--- config.mk ---
export PLATFORM = sky130hd
export DESIGN_NAME = shared_count_timer
export DESIGN_NICKNAME = d
export VERILOG_FILES = /design/src/rtl/sct_pkg.sv /design/src/rtl/sct_counter.sv /design/src/rtl/sct_cmp_slot.sv /design/src/rtl/shared_count_timer.sv
export SDC_FILE = /design/constraint.sdc
export NUM_CORES = 1
export LEC_CHECK = 0
export BUFFER_PORTS_ARGS = -buffer_cell sky130_fd_sc_hd__buf_2
export CORE_MARGIN = 8
export CORE_UTILIZATION = 55
export CTS_BUF_LIST = sky130_fd_sc_hd__clkbuf_4
export DETAILED_ROUTE_END_ITERATION = 16
export GPL_ROUTABILITY_DRIVEN = 0
export PLACE_DENSITY_LB_ADDON = 0.1
export SETUP_SLACK_MARGIN = 0.3
export SLEW_MARGIN = 25
export SYNTH_ARGS = -nofsm -noshare
export SYNTH_HDL_FRONTEND = slang
export SYNTH_SLANG_ARGS = --single-unit
--- constraint.sdc ---
create_clock -name clk -period 9.2 [get_ports clk]
set_input_delay 0 -clock clk [delete_from_list [all_inputs] [get_ports clk]]
set_output_delay 0 -clock clk [all_outputs]
set_load 0.01 [all_outputs]
--- src/rtl/sct_pkg.sv ---
package sct_pkg;

  typedef enum logic [3:0] {
    A_CFG  = 4'h0,
    A_CNT  = 4'h1,
    A_LO   = 4'h2,
    A_HI   = 4'h3,
    A_LCMP = 4'h4,
    A_LSEL = 4'h5,
    A_OCMP = 4'h6
  } sct_addr_e;

  localparam int STOP_BIT = 8;

  // Counter width in bits for a given width code.
  function automatic int cnt_width(input int code);
    return 32 + 4 * code;
  endfunction

  // Configuration word as seen on a read.
  function automatic logic [63:0] cfg_word(input logic [3:0] code, input logic stop);
    logic [63:0] w;
    w = '0;
    w[3:0] = code;
    w[STOP_BIT] = stop;
    return w;
  endfunction

  // New 64-bit count image after a load through one of the count slots.
  function automatic logic [63:0] merge_count(input logic [63:0] cur,
                                              input logic [63:0] wd,
                                              input logic [3:0]  addr);
    logic [63:0] r;
    case (addr)
      A_LO:    r = {cur[63:32], wd[31:0]};
      A_HI:    r = {wd[31:0], cur[31:0]};
      default: r = wd;
    endcase
    return r;
  endfunction

endpackage

--- src/rtl/sct_counter.sv ---
module sct_counter #(
  parameter int W = 40
) (
  input  logic         clk,
  input  logic         rst_n,
  input  logic         stop_we,
  input  logic         stop_wdata,
  input  logic         load_req,
  input  logic [3:0]   load_addr,
  input  logic [63:0]  load_wdata,
  output logic [W-1:0] count_q,
  output logic [W-1:0] count_next,
  output logic         stop_q,
  output logic         step
);
  import sct_pkg::*;

  logic         load;
  logic [63:0]  load_img;

  assign step       = !stop_q;
  assign count_next = count_q + W'(1);
  assign load       = stop_q && load_req;
  assign load_img   = merge_count(64'(count_q), load_wdata, load_addr);

  always_ff @(posedge clk) begin
    if (!rst_n) begin
      count_q <= '0;
      stop_q  <= 1'b1;
    end else begin
      if (stop_we) stop_q <= stop_wdata;
      if (load)       count_q <= load_img[W-1:0];
      else if (step)  count_q <= count_next;
    end
  end

  // a stopped count without a load keeps its value
  p_freeze_r3: assert property (@(posedge clk) disable iff (!rst_n)
    (stop_q && !load_req) |=> (count_q == $past(count_q)));

  // a running count advances by one, wrapping at the width
  p_step_r3: assert property (@(posedge clk) disable iff (!rst_n)
    (!stop_q) |=> (count_q == W'($past(count_q) + W'(1))));

  // count slots are ignored while running
  p_noload_run_r5: assert property (@(posedge clk) disable iff (!rst_n)
    (!stop_q && load_req) |=> (count_q == W'($past(count_q) + W'(1))));

endmodule

--- src/rtl/sct_cmp_slot.sv ---
module sct_cmp_slot #(
  parameter int W  = 40,
  parameter int CW = 2
) (
  input  logic          clk,
  input  logic          rst_n,
  input  logic          cmp_we,
  input  logic [W-1:0]  cmp_wdata,
  input  logic          sel_we,
  input  logic [CW-1:0] sel_wdata,
  input  logic          step,
  input  logic [W-1:0]  count_next,
  output logic [W-1:0]  cmp_q,
  output logic [CW-1:0] sel_q,
  output logic          pend_q,
  output logic          hit
);

  // match event: the counter is about to step onto the compare value
  assign hit = step && (count_next == cmp_q);

  always_ff @(posedge clk) begin
    if (!rst_n) begin
      cmp_q  <= '0;
      sel_q  <= '0;
      pend_q <= 1'b0;
    end else begin
      if (cmp_we) cmp_q <= cmp_wdata;
      if (sel_we) sel_q <= sel_wdata;
      if (cmp_we)    pend_q <= 1'b0;
      else if (hit)  pend_q <= 1'b1;
    end
  end

  // any compare write acknowledges
  p_ack_clears_r10: assert property (@(posedge clk) disable iff (!rst_n)
    cmp_we |=> !pend_q);

  // a match raises the interrupt
  p_hit_sets_r9: assert property (@(posedge clk) disable iff (!rst_n)
    (hit && !cmp_we) |=> pend_q);

  // pending holds until a compare write
  p_hold_r9: assert property (@(posedge clk) disable iff (!rst_n)
    (pend_q && !cmp_we) |=> pend_q);

  // no interrupt without a match event
  p_no_spurious_r11: assert property (@(posedge clk) disable iff (!rst_n)
    (!pend_q && !hit) |=> !pend_q);

endmodule

--- src/rtl/shared_count_timer.sv ---
module shared_count_timer #(
  parameter int  NUM_CORES  = 4,
  parameter int  WIDTH_CODE = 2,
  localparam int CW = (NUM_CORES > 1) ? $clog2(NUM_CORES) : 1
) (
  input  logic                 clk,
  input  logic                 rst_n,
  input  logic                 req_valid,
  input  logic                 req_write,
  input  logic [CW-1:0]        req_core,
  input  logic [3:0]           req_addr,
  input  logic [63:0]          req_wdata,
  output logic [63:0]          rsp_rdata,
  output logic [NUM_CORES-1:0] timer_irq
);
  import sct_pkg::*;

  localparam int W = cnt_width(WIDTH_CODE);
  localparam logic [3:0] CODE = 4'(WIDTH_CODE);

  logic                 wr;
  logic [W-1:0]         count_q, count_next;
  logic                 stop_q, step;
  logic [63:0]          count_ext;
  logic [W-1:0]         cmp_arr [NUM_CORES];
  logic [CW-1:0]        sel_arr [NUM_CORES];
  logic [NUM_CORES-1:0] cmp_we, sel_we, hit_vec;
  logic [W-1:0]         own_cmp, oth_cmp;
  logic [CW-1:0]        own_sel;

  assign wr        = req_valid && req_write;
  assign count_ext = 64'(count_q);

  sct_counter #(.W(W)) u_counter (
    .clk        (clk),
    .rst_n      (rst_n),
    .stop_we    (wr && (req_addr == A_CFG)),
    .stop_wdata (req_wdata[STOP_BIT]),
    .load_req   (wr && ((req_addr == A_CNT) || (req_addr == A_LO) || (req_addr == A_HI))),
    .load_addr  (req_addr),
    .load_wdata (req_wdata),
    .count_q    (count_q),
    .count_next (count_next),
    .stop_q     (stop_q),
    .step       (step)
  );

  // requester's own slot, and the slot its selector names
  always_comb begin
    own_cmp = '0;
    own_sel = '0;
    oth_cmp = '0;
    for (int i = 0; i < NUM_CORES; i++) begin
      if (CW'(i) == req_core) begin
        own_cmp = cmp_arr[i];
        own_sel = sel_arr[i];
      end
    end
    for (int i = 0; i < NUM_CORES; i++) begin
      if (CW'(i) == own_sel) oth_cmp = cmp_arr[i];
    end
  end

  always_comb begin
    for (int i = 0; i < NUM_CORES; i++) begin
      cmp_we[i] = wr && (((req_addr == A_LCMP) && (req_core == CW'(i))) ||
                         ((req_addr == A_OCMP) && (own_sel  == CW'(i))));
      sel_we[i] = wr && (req_addr == A_LSEL) && (req_core == CW'(i));
    end
  end

  for (genvar g = 0; g < NUM_CORES; g++) begin : g_slot
    sct_cmp_slot #(.W(W), .CW(CW)) u_slot (
      .clk        (clk),
      .rst_n      (rst_n),
      .cmp_we     (cmp_we[g]),
      .cmp_wdata  (req_wdata[W-1:0]),
      .sel_we     (sel_we[g]),
      .sel_wdata  (req_wdata[CW-1:0]),
      .step       (step),
      .count_next (count_next),
      .cmp_q      (cmp_arr[g]),
      .sel_q      (sel_arr[g]),
      .pend_q     (timer_irq[g]),
      .hit        (hit_vec[g])
    );
  end

  always_comb begin
    rsp_rdata = '0;
    if (req_valid && !req_write) begin
      case (req_addr)
        A_CFG:   rsp_rdata = cfg_word(CODE, stop_q);
        A_CNT:   rsp_rdata = count_ext;
        A_LO:    rsp_rdata = {32'h0, count_ext[31:0]};
        A_HI:    rsp_rdata = {32'h0, count_ext[63:32]};
        A_LCMP:  rsp_rdata = 64'(own_cmp);
        A_LSEL:  rsp_rdata = 64'(own_sel);
        A_OCMP:  rsp_rdata = 64'(oth_cmp);
        default: rsp_rdata = '0;
      endcase
    end
  end

  // configuration read reports the width code
  p_cfg_code_r1: assert property (@(posedge clk) disable iff (!rst_n)
    (req_valid && !req_write && (req_addr == A_CFG)) |-> (rsp_rdata[3:0] == CODE));

  // one write acknowledges at most one core
  p_single_ack_r10: assert property (@(posedge clk) disable iff (!rst_n)
    $countones(cmp_we) <= 1);

  // matches happen only while counting
  p_hit_running_r9: assert property (@(posedge clk) disable iff (!rst_n)
    (hit_vec != '0) |-> !stop_q);

endmodule

# Yosys cells after proc, flatten, opt, wreduce, memory -nomap -nowiden

Index checks and enable logic that the tools add are counted.

Bitwise operators: 1
Reductions and logical operators: 43
Multiplexer cells: 17
Eq/ne operators: 25
Add/subtract/negate cells: 1

Operators with widths:

| cell                                                            | count |
|---|---|
| 40-bit two-way mux                                              | 11 |
| 40-bit case mux with 7 select lines                             | 1 |
| 40-bit == test                                                  | 4 |
| 40-bit case mux with 2 select lines                             | 1 |
| 40-bit by 1-bit adder with 40-bit output, second input constant | 1 |
| 1-bit logical AND                                               | 26 |
| 4-bit by 3-bit == test with 1-bit output, second input constant | 3 |
| 2-bit == test, first input constant                             | 4 |
| 2-bit == test, second input constant                            | 4 |
| 4-bit by 2-bit == test with 1-bit output, second input constant | 2 |
| 2-bit two-way mux                                               | 4 |
| 2-bit OR reduction                                              | 4 |
| 1-bit logical OR                                                | 6 |
| 2-bit != test, second input constant                            | 3 |
| 1-bit by 2-bit == test with 1-bit output, first input constant  | 2 |
| 2-bit by 1-bit == test with 1-bit output, second input constant | 2 |
| 4-bit by 1-bit == test with 1-bit output, second input constant | 1 |
| 2-bit zero test                                                 | 2 |
| 4-bit zero test                                                 | 1 |
| 2-bit AND reduction                                             | 2 |
| 1-bit zero test                                                 | 2 |
| 1-bit inverter                                                  | 1 |

Output and inout port bits: 68
Flip-flop bits (word level): 213
Input port bits: 74

# Depth between registers and ports, before layout

Gate-level depths: netlist (run 1).

Word-level depth: 12
Depth in mapped cells: 12
Depth with buffers taken out: 10

# Cells and area by module

Synthesis (run 1) repeated with hierarchy kept, for this count alone.

Cell total of the unflattened synthesis: 1670
Area, all modules: 14555.2 µm²

By module, submodules not included:

| module             | cells each | area each (µm²) | times used | seq. area each (µm²) |
|---|---|---|---|---|
| sct_cmp_slot       | 201        | 2083.2          | 4          | 860.8 |
| sct_counter        | 412        | 3125.5          | 1          | 820.8 |
| shared_count_timer | 454        | 3096.7          | 1          | 0.0 |

# Least setup slack after synthesis (run 1)

No wires, ideal clock.

Path type: register -> register
From: register u_counter.count_q[1]
To: register g_slot[3].u_slot.pend_q
Arrival: 3.112 ns
Required time: 9.113 ns
Library setup time: 0.087 ns
Buffers on the path: 2
Cell stages (with the launch flop): 12
Setup slack: 6.001 ns
Path through: dfxtp_1 > ha_1 > nand3_2 > or3_1 > buf_6 > nor4_4 > and2_0 > clkbuf_1 > xnor2_1 > xnor2_1 > or4_1 > o31ai_1

Cells in the longest elaborated chain, start to end: 3

RTL lines:

| what                                     | RTL line           | text |
|---|---|---|
| start: declaration                       | sct_counter.sv:11  | `output logic [W-1:0] count_q,` |
| start signal: assignment                 | sct_counter.sv:32  | `if (load) count_q <= load_img[W-1:0];` |
| start signal: assignment                 | sct_counter.sv:33  | `else if (step) count_q <= count_next;` |
| 40-bit by 1-bit adder with 40-bit output | sct_counter.sv:22  | `assign count_next = count_q + W'(1);` |
| 40-bit == test                           | sct_cmp_slot.sv:20 | `assign hit = step && (count_next == cmp_q);` |
| 1-bit logical AND                        | sct_cmp_slot.sv:20 |  |
| end signal: assignment                   | sct_cmp_slot.sv:26 | `pend_q <= 1'b0;` |
| end signal: assignment                   | sct_cmp_slot.sv:30 | `if (cmp_we) pend_q <= 1'b0;` |
| end signal: assignment                   | sct_cmp_slot.sv:31 | `else if (hit) pend_q <= 1'b1;` |
| end: declaration                         | sct_cmp_slot.sv:15 | `output logic pend_q,` |

No other way between the ends.
A chain may end at the register's enable or synchronous reset.

# Final worst setup path (run 1)

From: register u_counter.count_q[0]
To: register g_slot[2].u_slot.pend_q

Cells in the longest elaborated chain, start to end: 3

RTL lines:

| what                                     | RTL line |
|---|---|
| 40-bit by 1-bit adder with 40-bit output | sct_counter.sv:22 |
| 40-bit == test                           | sct_cmp_slot.sv:20 |
| 1-bit logical AND                        | sct_cmp_slot.sv:20 |
| end signal: assignment                   | sct_cmp_slot.sv:26 |
| end signal: assignment                   | sct_cmp_slot.sv:30 |
| end signal: assignment                   | sct_cmp_slot.sv:31 |
| end: declaration                         | sct_cmp_slot.sv:15 |

No other way between the ends.

==> results of run 1 <==
==> final cells by class <==
cell class                      count  area, µm²  share of cell area
Antenna cell                        1       2.50            0.000145
Clock buffer                       95        713              0.0412
Clock inverter                     12       73.8             0.00426
Inverter                           17       63.8             0.00368
Multi-Input combinational cell   1655      10500               0.607
Sequential cell                   213       4260               0.246
Tap cell                          378        473              0.0273
Timing Repair Buffer              172       1220              0.0707
==> repair_timing <==
action                    4_1_cts  5_1_grt
resized for setup               0        0
hold endpoints to repair      209        0
hold buffers                   53        0
==> power by group through the flow <==
| stage | combinational [mW] | sequential [mW] | clock [mW] |
|---|---|---|---|
| after floorplan | 0.148 | 0.958 | 0 |
| after global placement | 0.200 | 0.975 | 0 |
| after detailed placement | 0.202 | 0.976 | 0 |
| after CTS | 0.217 | 0.955 | 0.936 |
| after global routing | 0.239 | 0.957 | 0.986 |
| final | 0.229 | 0.956 | 0.931 |
==> worst min-delay path by stage <==
stage / from / endpoint / slack, ns / cells past startpoint
6_report: req_addr[1] / u_counter.count_q[36] / 0.08 / 6
5_1_grt: req_wdata[16] / g_slot[2].u_slot.cmp_q[16] / 0.12 / 4
4_1_cts: req_addr[1] / u_counter.count_q[36] / 0.05 / 6
3_5_place_dp: req_wdata[27] / g_slot[0].u_slot.cmp_q[27] / 0.30 / 3
3_3_place_gp: req_wdata[30] / g_slot[2].u_slot.cmp_q[30] / 0.30 / 3
2_1_floorplan: req_wdata[36] / g_slot[2].u_slot.cmp_q[36] / 0.15 / 2
==> cells in the final DEF (no fill, tap or decap), drive strengths merged, types with 13 or more instances in the layout <==
| master | n |
|---|---|
| mux2i | 124 |
| conb | 24 |
| buf | 119 |
| clkbuf | 95 |
| o221ai | 19 |
| nor2b | 58 |
| nor2 | 64 |
| o22ai | 13 |
| inv | 18 |
| dlygate4sd3 | 53 |
| o21ai | 145 |
| nor4 | 29 |
| xnor2 | 93 |
| dfxtp | 213 |
| and3 | 14 |
| a21boi | 126 |
| a222oi | 38 |
| nand3 | 59 |
| nand4 | 29 |
| and2 | 14 |
| nor3 | 37 |
| xor2 | 65 |
| a21oi | 84 |
| nand2 | 438 |
==> registers in the layout (all words and copies together), names as in the netlist <==
name	flops
u_counter.stop_q	1
u_counter.count_q	40
g_slot.u_slot.sel_q	8
g_slot.u_slot.pend_q	4
g_slot.u_slot.cmp_q	160
==> logic make-up (layout without fill, tap and decap cells) <==
| kind of cell | after synthesis | after routing | share of synthesized area |
|---|---|---|---|
| AND/OR/NAND/NOR | 804 | 804 | 0.245 |
| AO/OA/AOI/OAI | 535 | 535 | 0.235 |
| buffers and inverters | 221 | 296 | 0.0625 |
| flip-flops | 213 | 213 | 0.274 |
| XOR/XNOR | 162 | 162 | 0.0954 |
| multiplexers | 129 | 129 | 0.0864 |
| adder cells (fa/ha/maj) | 1 | 1 | 0.000805 |
| other | 1 | 25 | 0.000241 |
==> metal layers <==
metal / global-route usage / vias up / wire (µm)
met3: 0.0800 / 241 / 7990
met1: 0.474 / 7869 / 24300
met5: 0 / - / 0
met2: 0.527 / 1193 / 26100
li1: - / 7469 / -
met4: 0.171 / 0 / 3130
==> per-stage QoR <==
stage          std cells  setup WS (ns)
3_3_place_gp        2380           4.80
5_1_grt             2543           4.46
4_1_cts             2540           4.79
3_5_place_dp        2380           4.79
6_report            2543           4.60
2_1_floorplan       2089           6.00
==> synth_stat cells (all sizes together) (6+ instances only) <==
cell       n
nor3b      9
o211ai    11
nand2b    11
and2      14
nor4      29
inv       17
a222oi    38
nand3b     8
nor2      64
o21ai    145
or3        7
a221oi     8
and4       7
xnor2     93
o22ai     13
and3      14
a311oi     6
o2111ai    6
a31oi     10
mux2i    124
clkbuf   150
a211oi    10
o221ai    19
dfxtp    213
a2111oi    8
buf       54
a21boi   126
nor3      37
nor2b     58
a21oi     84
nand3     59
o211a      8
nand4     29
nand2    438
xor2      65
==> tightest hold or removal path, cell delays in order <==
cell	delay, ns
buf_2	0.17
and2_1	0.23
nand3_1	0.12
a21oi_1	0.06
o21ai_0	0.15
a21boi_0	0.08
==> impl_results.html, run 1 <==
<table>
<tr><th>Metric</th><th>Value</th></tr>
<tr><th colspan="2">Status</th></tr>
<tr><td>Status</td><td>completed</td></tr>
<tr><th colspan="2">STA</th></tr>
<tr><td>Maximum clock skew at final layout</td><td>0.0763 ns</td></tr>
<tr><td>Setup repair after global routing missed its margin</td><td>no</td></tr>
<tr><td>Number of failing setup endpoints in the final timing report</td><td>0</td></tr>
<tr><td>Final worst-path cycle share</td><td>0.500</td></tr>
<tr><td>Final Hold Fails</td><td>0</td></tr>
<tr><td>Slew @ Worst Pin</td><td>1.15 ns</td></tr>
<tr><td>Summed negative setup slack over all endpoints</td><td>0 ns</td></tr>
<tr><td>Final max-slew violation count</td><td>0</td></tr>
<tr><td>Post-Route Hold Slack</td><td>0.0831 ns</td></tr>
<tr><td>Worst relative slew slack</td><td>0.232</td></tr>
<tr><td>Maximum frequency from static timing analysis</td><td>0.217 GHz</td></tr>
<tr><td>Final min period</td><td>4.60 ns</td></tr>
<tr><th colspan="2">Floorplanning</th></tr>
<tr><td>Width of the die</td><td>184 µm</td></tr>
<tr><td>Die Footprint</td><td>33,900 µm²</td></tr>
<tr><td>Cell row count</td><td>61</td></tr>
<tr><td>Die outline height</td><td>184 µm</td></tr>
<tr><td>Placeable Area</td><td>27,800 µm²</td></tr>
<tr><td>Initial Util</td><td>0.559</td></tr>
<tr><td>Top Ports</td><td>142</td></tr>
<tr><th colspan="2">Setup path</th></tr>
<tr><td>Maximum fanout along the worst path</td><td>16</td></tr>
<tr><td>RR Startpoint</td><td>u_counter.count_q[0]</td></tr>
<tr><td>Worst reg2reg setup slack</td><td>4.60 ns</td></tr>
<tr><td>Crit-path leading delay family</td><td>simple AND/OR/NAND/NOR gates</td></tr>
<tr><td>Maximum cell stage delay along the critical path</td><td>0.93 ns</td></tr>
<tr><td>Arr. time, crit path</td><td>5.26 ns</td></tr>
<tr><td>Req. time, crit path</td><td>9.86 ns</td></tr>
<tr><td>End of the critical path</td><td>g_slot[2].u_slot.pend_q</td></tr>
<tr><td>Critical path class</td><td>register to register</td></tr>
<tr><td>Startpoint kind of the worst setup timing path</td><td>register</td></tr>
<tr><td>Path length in cells of the critical path</td><td>11</td></tr>
<tr><td>Number of buffers and inverters on the critical path</td><td>1</td></tr>
<tr><td>Origin of the worst setup path</td><td>u_counter.count_q[0]</td></tr>
<tr><td>Critical path's slowest cell</td><td>nor3_1</td></tr>
<tr><td>Cells on worst reg2reg path</td><td>11</td></tr>
<tr><td>Worst path most repeated cell</td><td>nand4_1</td></tr>
<tr><td>Crit path cell chain</td><td>ha_1 -&gt; nand3_2 -&gt; or3_1 -&gt; nor3_1 -&gt; buf_4 -&gt; nor2_1 -&gt; nor4_1 -&gt; nand4_1 -&gt; nor4bb_1 -&gt; nand4_1 -&gt; nand2_1</td></tr>
<tr><td>Endpoint kind of the worst setup timing path</td><td>register</td></tr>
<tr><td>Endpoint of the worst register-to-register path</td><td>g_slot[2].u_slot.pend_q</td></tr>
<tr><th colspan="2">Placement</th></tr>
<tr><td>Placed standard-cell area</td><td>15,900 µm²</td></tr>
<tr><td>HPWL reported at the end of detailed placement</td><td>41,700 µm</td></tr>
<tr><td>Port bufs</td><td>93</td></tr>
<tr><th colspan="2">CTS</th></tr>
<tr><td>Clock buffer count from CTS</td><td>59</td></tr>
<tr><td>Deepest level of the CTS H-tree</td><td>2</td></tr>
<tr><td>Longest Clk Path Bufs</td><td>3</td></tr>
<tr><td>Register clock-pin slew on the reported worst setup and hold paths</td><td>0.07 ns</td></tr>
<tr><td>Number of setup buffers added after CTS</td><td>0</td></tr>
<tr><td>CTS tree</td><td>done</td></tr>
<tr><td>Sinks on the clock net</td><td>213</td></tr>
<tr><td>Clock latency on the worst-skew pair</td><td>0.78 ns</td></tr>
<tr><td>Clock root buffer</td><td>clkbuf_4</td></tr>
<tr><th colspan="2">Cells and area</th></tr>
<tr><td>Synth-to-Final Area Change</td><td>11.5%</td></tr>
<tr><td>Proportion of layout cells with a drive suffix above 1</td><td>0.120</td></tr>
<tr><td>Final-layout fill cell count</td><td>2,591</td></tr>
<tr><td>Number of nets in the layout</td><td>2,193</td></tr>
<tr><td>Final design instance area without fill</td><td>17,300 µm²</td></tr>
<tr><td>Fraction of the core area covered by cells at the end of the flow</td><td>0.623</td></tr>
<tr><th colspan="2">Detailed routing</th></tr>
<tr><td>Iter 0 DRT Violations</td><td>2,472</td></tr>
<tr><td>Detailed Routing Iterations Pass 1</td><td>7</td></tr>
<tr><td>Wire length reported by the detailed router</td><td>61,500 µm</td></tr>
<tr><td>DRC</td><td>0</td></tr>
<tr><td>Vias</td><td>16,772</td></tr>
<tr><td>Via density per instance</td><td>6.60</td></tr>
<tr><td>Post-route antenna net violation count</td><td>0</td></tr>
<tr><td>Post-detailed-route wirelength per cell</td><td>24.2 µm</td></tr>
<tr><th colspan="2">Yosys</th></tr>
<tr><td>Number of distinct standard cells referenced by the synthesized netlist</td><td>77</td></tr>
<tr><td>Post-synth EDFFs</td><td>0</td></tr>
<tr><td>Mean cell area of the mapped netlist</td><td>7.52 µm²</td></tr>
<tr><td>Cell accounting for the most synthesized area</td><td>dfxtp_1</td></tr>
<tr><td>Register area share after synthesis</td><td>0.274</td></tr>
<tr><td>Synth top area share</td><td>0.274</td></tr>
<tr><td>Largest cells by area after synthesis</td><td>dfxtp_1 27%, nand2_1 11%, mux2i_1 8.0%, a21boi_0 6.1%, xnor2_1 5.2%</td></tr>
<tr><td>Area of the mapped netlist</td><td>15,500 µm²</td></tr>
<tr><td>Share of async-settable or async-resettable flops after synthesis</td><td>0</td></tr>
<tr><td>Post-synthesis instance total</td><td>2,066</td></tr>
<tr><td>Total number of yosys warnings</td><td>0</td></tr>
<tr><td>Flip-flop cell with the highest count after synthesis</td><td>dfxtp_1</td></tr>
<tr><td>Flop and latch count out of synthesis</td><td>213</td></tr>
<tr><th colspan="2">Global routing</th></tr>
<tr><td>Maximum number of pins on one net before global-route repair</td><td>95</td></tr>
<tr><td>Number of global-route vias before repair</td><td>15,530</td></tr>
<tr><td>First-pass GRT wire length</td><td>94,300 µm</td></tr>
<tr><td>GRT Resource Usage Total</td><td>0.353</td></tr>
<tr><td>Antenna violations before repair</td><td>1</td></tr>
<tr><td>Overflow left after global routing</td><td>0</td></tr>
<tr><th colspan="2">Power and ir drop</th></tr>
<tr><td>Leak pwr</td><td>6.08 nW</td></tr>
<tr><td>Proportion of power drawn by combinational gates</td><td>0.108</td></tr>
<tr><td>Total power of the final layout</td><td>2.12 mW</td></tr>
<tr><td>Switching Power</td><td>608 µW</td></tr>
<tr><td>Total power per unit cell area</td><td>122 nW/µm²</td></tr>
<tr><td>Clock Power Share</td><td>0.440</td></tr>
<tr><td>Sequential group share of total power</td><td>0.452</td></tr>
<tr><td>Maximum resistive drop on vdd</td><td>0.000102 V</td></tr>
<tr><td>Switching Share</td><td>0.287</td></tr>
<tr><td>Power Internal</td><td>1.51 mW</td></tr>
<tr><th colspan="2">Flow run</th></tr>
<tr><td># Max-Cap Violations</td><td>0</td></tr>
<tr><th colspan="2">Min path</th></tr>
<tr><td>Classification of the worst-slack hold path</td><td>input pin to register</td></tr>
</table>
Power figures use the tool's default switching activity.
==> inputs of run 2 (changes only) <==
Clock period 9.2 ns to 4.5 ns, I/O delays scaled along.
==> run 2 against run 1 <==
  * Setup slack got worse by 3.9 ns
  * Utilization rose by 0.74 points
  * Sequential power rose by 100%
  * Critical path type unchanged
  * Clock-buffer cell count rose by 1
  * Combinational power rose by 110%
  * Cell area rose by 1.2%
==> impl_results.html, run 2 (synthesis results as in run 1) <==
<table>
<tr><th>Metric</th><th>Value</th></tr>
<tr><th colspan="2">Power and ir drop</th></tr>
<tr><td>Switching Power</td><td>1.23 mW (+100%)</td></tr>
<tr><td>Switching Share</td><td>0.284 (-0.00301)</td></tr>
<tr><td>Proportion of power drawn by combinational gates</td><td>0.110 (+0.002)</td></tr>
<tr><td>Sequential group share of total power</td><td>0.450 (-0.002)</td></tr>
<tr><td>Maximum resistive drop on vdd</td><td>0.000240 V (+140%)</td></tr>
<tr><td>Power Internal</td><td>3.10 mW (+110%)</td></tr>
<tr><td>Leak pwr</td><td>6.21 nW (+2.1%)</td></tr>
<tr><td>Clock Power Share</td><td>0.441 (about the same)</td></tr>
<tr><td>Total power per unit cell area</td><td>247 nW/µm² (+100%)</td></tr>
<tr><th colspan="2">Detailed routing</th></tr>
<tr><td>Post-route antenna net violation count</td><td>0 (unchanged)</td></tr>
<tr><td>DRC</td><td>0 (unchanged)</td></tr>
<tr><td>Wire length reported by the detailed router</td><td>61,400 µm (about the same)</td></tr>
<tr><td>Iter 0 DRT Violations</td><td>2,435 (-1.5%)</td></tr>
<tr><td>Vias</td><td>16,914 (+0.85%)</td></tr>
<tr><td>Via density per instance</td><td>6.58 (-0.25%)</td></tr>
<tr><td>Post-detailed-route wirelength per cell</td><td>23.9 µm (-1.1%)</td></tr>
<tr><td>Detailed Routing Iterations Pass 1</td><td>8 (+1)</td></tr>
<tr><th colspan="2">Cells and area</th></tr>
<tr><td>Leading registers by flop count</td><td>g_slot.u_slot.cmp_q (160), u_counter.count_q (40), g_slot.u_slot.sel_q (8)</td></tr>
<tr><td>Number of flip-flops in the largest register</td><td>160 (unchanged)</td></tr>
<tr><td>Proportion of layout cells with a drive suffix above 1</td><td>0.128 (+0.00805)</td></tr>
<tr><td>Number of nets in the layout</td><td>2,217 (+1.1%)</td></tr>
<tr><td>Largest reg by FF count</td><td>g_slot.u_slot.cmp_q</td></tr>
<tr><td>Post-layout instance count excluding filler cells</td><td>2,571 (+1.1%)</td></tr>
<tr><td>Synth-to-Final Area Change</td><td>12.8%</td></tr>
<tr><td>Commonest non-fill, non-tap cells in the layout</td><td>438 x nand2_1, 213 x dfxtp_1, 144 x o21ai_0</td></tr>
<tr><td>Commonest non-fill, non-tap cell in the layout</td><td>nand2_1</td></tr>
<tr><th colspan="2">STA</th></tr>
<tr><td>Final max-slew violation count</td><td>0 (unchanged)</td></tr>
<tr><td>Maximum clock skew at final layout</td><td>0.0540 ns (-0.0223 ns)</td></tr>
<tr><td>Summed negative setup slack over all endpoints</td><td>0 ns (unchanged)</td></tr>
<tr><td>Worst relative slew slack</td><td>0.347 (+0.115)</td></tr>
<tr><td>Final min period</td><td>3.85 ns (-0.752 ns)</td></tr>
<tr><td>Maximum frequency from static timing analysis</td><td>0.260 GHz (+20%)</td></tr>
<tr><td>Post-Route Hold Slack</td><td>0.0616 ns (-0.0215 ns)</td></tr>
<tr><td>Final worst-path cycle share</td><td>0.855 (+0.355)</td></tr>
<tr><td>Setup repair after global routing missed its margin</td><td>no</td></tr>
<tr><td>Slew @ Worst Pin</td><td>0.979 ns (-0.171 ns)</td></tr>
<tr><td>Final Hold Fails</td><td>0 (unchanged)</td></tr>
<tr><td>Number of failing setup endpoints in the final timing report</td><td>0 (unchanged)</td></tr>
<tr><th colspan="2">Setup path</th></tr>
<tr><td>Worst path most repeated cell</td><td>or4_1</td></tr>
<tr><td>Critical path's slowest cell</td><td>or4_1</td></tr>
<tr><td>Req. time, crit path</td><td>5.16 ns (-4.70 ns)</td></tr>
<tr><td>Startpoint kind of the worst setup timing path</td><td>register</td></tr>
<tr><td>Maximum cell stage delay along the critical path</td><td>0.74 ns (-0.19 ns)</td></tr>
<tr><td>RR Startpoint</td><td>u_counter.count_q[0]</td></tr>
<tr><td>Crit path cell chain</td><td>ha_1 -&gt; nand3_2 -&gt; or3_1 -&gt; or4_1 -&gt; xor2_1 -&gt; xnor2_1 -&gt; a21oi_1 -&gt; nand4_1 -&gt; or4_1 -&gt; o31ai_1</td></tr>
<tr><td>Worst reg2reg setup slack</td><td>0.65 ns (-3.95 ns)</td></tr>
<tr><td>Endpoint kind of the worst setup timing path</td><td>register</td></tr>
<tr><td>Endpoint of the worst register-to-register path</td><td>g_slot[3].u_slot.pend_q</td></tr>
<tr><td>Arr. time, crit path</td><td>4.51 ns (-0.75 ns)</td></tr>
<tr><td>Crit-path leading delay family</td><td>simple AND/OR/NAND/NOR gates</td></tr>
<tr><td>Number of buffers and inverters on the critical path</td><td>0 (-1)</td></tr>
<tr><td>Cells on worst reg2reg path</td><td>10 (-1)</td></tr>
<tr><td>Maximum fanout along the worst path</td><td>10 (-6)</td></tr>
<tr><td>Critical path class</td><td>register to register</td></tr>
<tr><th colspan="2">CTS</th></tr>
<tr><td>Register clock-pin slew on the reported worst setup and hold paths</td><td>0.07 ns (about the same)</td></tr>
<tr><td>Clock root buffer</td><td>clkbuf_4</td></tr>
<tr><td>Deepest level of the CTS H-tree</td><td>2 (unchanged)</td></tr>
<tr><td>Number of setup buffers added after CTS</td><td>0 (unchanged)</td></tr>
<tr><td>Longest Clk Path Bufs</td><td>3 (unchanged)</td></tr>
<tr><td>CTS tree</td><td>done</td></tr>
<tr><td>Clock latency on the worst-skew pair</td><td>0.75 ns (-0.03 ns)</td></tr>
<tr><td>Sinks on the clock net</td><td>213 (unchanged)</td></tr>
<tr><td>Clock buffer count from CTS</td><td>61 (+3.4%)</td></tr>
<tr><th colspan="2">Min path</th></tr>
<tr><td>Hold worst-path end</td><td>g_slot[0].u_slot.cmp_q[37]</td></tr>
<tr><td>Hold path start</td><td>req_write</td></tr>
<tr><td>Classification of the worst-slack hold path</td><td>input pin to register</td></tr>
<tr><td>Depth of the worst hold-timing path</td><td>5 (-1)</td></tr>
<tr><th colspan="2">Placement</th></tr>
<tr><td>Port bufs</td><td>93 (unchanged)</td></tr>
<tr><td>Placed instance count</td><td>2,401 (+0.88%)</td></tr>
<tr><td>HPWL reported at the end of detailed placement</td><td>42,600 µm (+2.2%)</td></tr>
<tr><th colspan="2">Global routing</th></tr>
<tr><td>Antenna violations before repair</td><td>1 (unchanged)</td></tr>
<tr><td>GRT Resource Usage Total</td><td>0.352 (-0.000961)</td></tr>
<tr><td>Overflow left after global routing</td><td>0 (unchanged)</td></tr>
<tr><td>Maximum number of pins on one net before global-route repair</td><td>104 (+9.5%)</td></tr>
<tr><td>First-pass GRT wire length</td><td>94,000 µm (-0.30%)</td></tr>
<tr><td>Number of global-route vias before repair</td><td>15,643 (+0.73%)</td></tr>
<tr><th colspan="2">Floorplanning</th></tr>
<tr><td>Die outline height</td><td>184 µm (unchanged)</td></tr>
<tr><td>Top Ports</td><td>142 (unchanged)</td></tr>
<tr><td>Die Footprint</td><td>33,900 µm² (unchanged)</td></tr>
<tr><td>Width of the die</td><td>184 µm (unchanged)</td></tr>
<tr><td>Initial Util</td><td>0.559 (unchanged)</td></tr>
<tr><td>Placeable Area</td><td>27,800 µm² (unchanged)</td></tr>
<tr><td>Cell row count</td><td>61 (unchanged)</td></tr>
<tr><th colspan="2">Status</th></tr>
<tr><td>Status</td><td>completed</td></tr>
<tr><th colspan="2">Flow run</th></tr>
<tr><td># Max-Cap Violations</td><td>0 (unchanged)</td></tr>
</table>
## run 2: cell count changes in the layout (fill, tap and decap cells not counted), sizes merged
| cell | change |
|---|---|
| clkbuf | +1 |
| inv | -1 |
| dlygate4sd3 | +1 |
| clkinv | +6 |
| buf | +21 |
## run 2: worst max-delay path by stage
| stage | from | end | slack, ns | cells after the start |
|---|---|---|---|---|
| after floorplan | u_counter.count_q[1] | g_slot[3].u_slot.pend_q | 1.30 | 11 |
| after global routing | u_counter.count_q[0] | g_slot[2].u_slot.pend_q | 0.31 | 10 |
| after global placement | u_counter.count_q[0] | g_slot[3].u_slot.pend_q | 0.76 | 10 |
| after detailed placement | u_counter.count_q[0] | g_slot[3].u_slot.pend_q | 0.71 | 10 |
| after CTS | u_counter.count_q[0] | g_slot[3].u_slot.pend_q | 0.71 | 10 |
| final | u_counter.count_q[0] | g_slot[3].u_slot.pend_q | 0.65 | 10 |
## run 2: final cells by class
class,instances,area (µm²)
multi-input cells,1655,10500
fillers,2586,10300
flip-flops and latches,213,4260
repair buffers,194,1400
clock buffers,96,721
well taps,378,473
clock inverters,17,91.3
inverters,17,63.8
diodes,1,2.50
## run 2: what timing repair did
| item | in CTS | in global routing |
|---|---|---|
| hold buffers | 54 | 0 |
| endpoints found under the hold margin | 209 | 0 |
| resized for setup | 0 | 0 |
| setup endpoints to repair | 0 | 0 |
## run 2: through the flow
| stage | worst slack (ns) | util | area, µm² | total power [mW] |
|---|---|---|---|---|
| finish | 0.652 | 0.631 | 17500 | 4.33 |
| global route | 0.312 | 0.631 | 17500 | 4.49 |
| CTS | 0.711 | 0.629 | 17500 | 4.32 |
| detailed placement | 0.713 | 0.580 | 16100 | 2.41 |
| global placement | 0.762 | 0.580 | 16100 | 2.40 |
| floorplan | 1.30 | - | 15600 | 2.26 |
## run 2: power groups by stage
stage	clock (mW)	combinational, mW	sequential (mW)
after CTS	1.92	0.452	1.95
after global placement	0	0.416	1.99
after detailed placement	0	0.419	1.99
after global routing	2.04	0.496	1.95
after floorplan	0	0.302	1.96
final	1.91	0.475	1.95
## run 2: routing by layer
layer  vias up  global-route usage  share of wire
met2      1282               0.533           0.43
met1      7863               0.465           0.39
met4         2               0.168          0.051
met5         -                   0        0.00081
li1       7517                   -              -
met3       250              0.0844           0.13
## run 2: worst reg2reg max path: stages (launching register included)
cell	delay, ns
dfxtp_1	0.57
ha_1	0.29
nand3_2	0.14
or3_1	0.61
or4_1	0.74
xor2_1	0.38
xnor2_1	0.13
a21oi_1	0.18
nand4_1	0.12
or4_1	0.40
o31ai_1	0.23
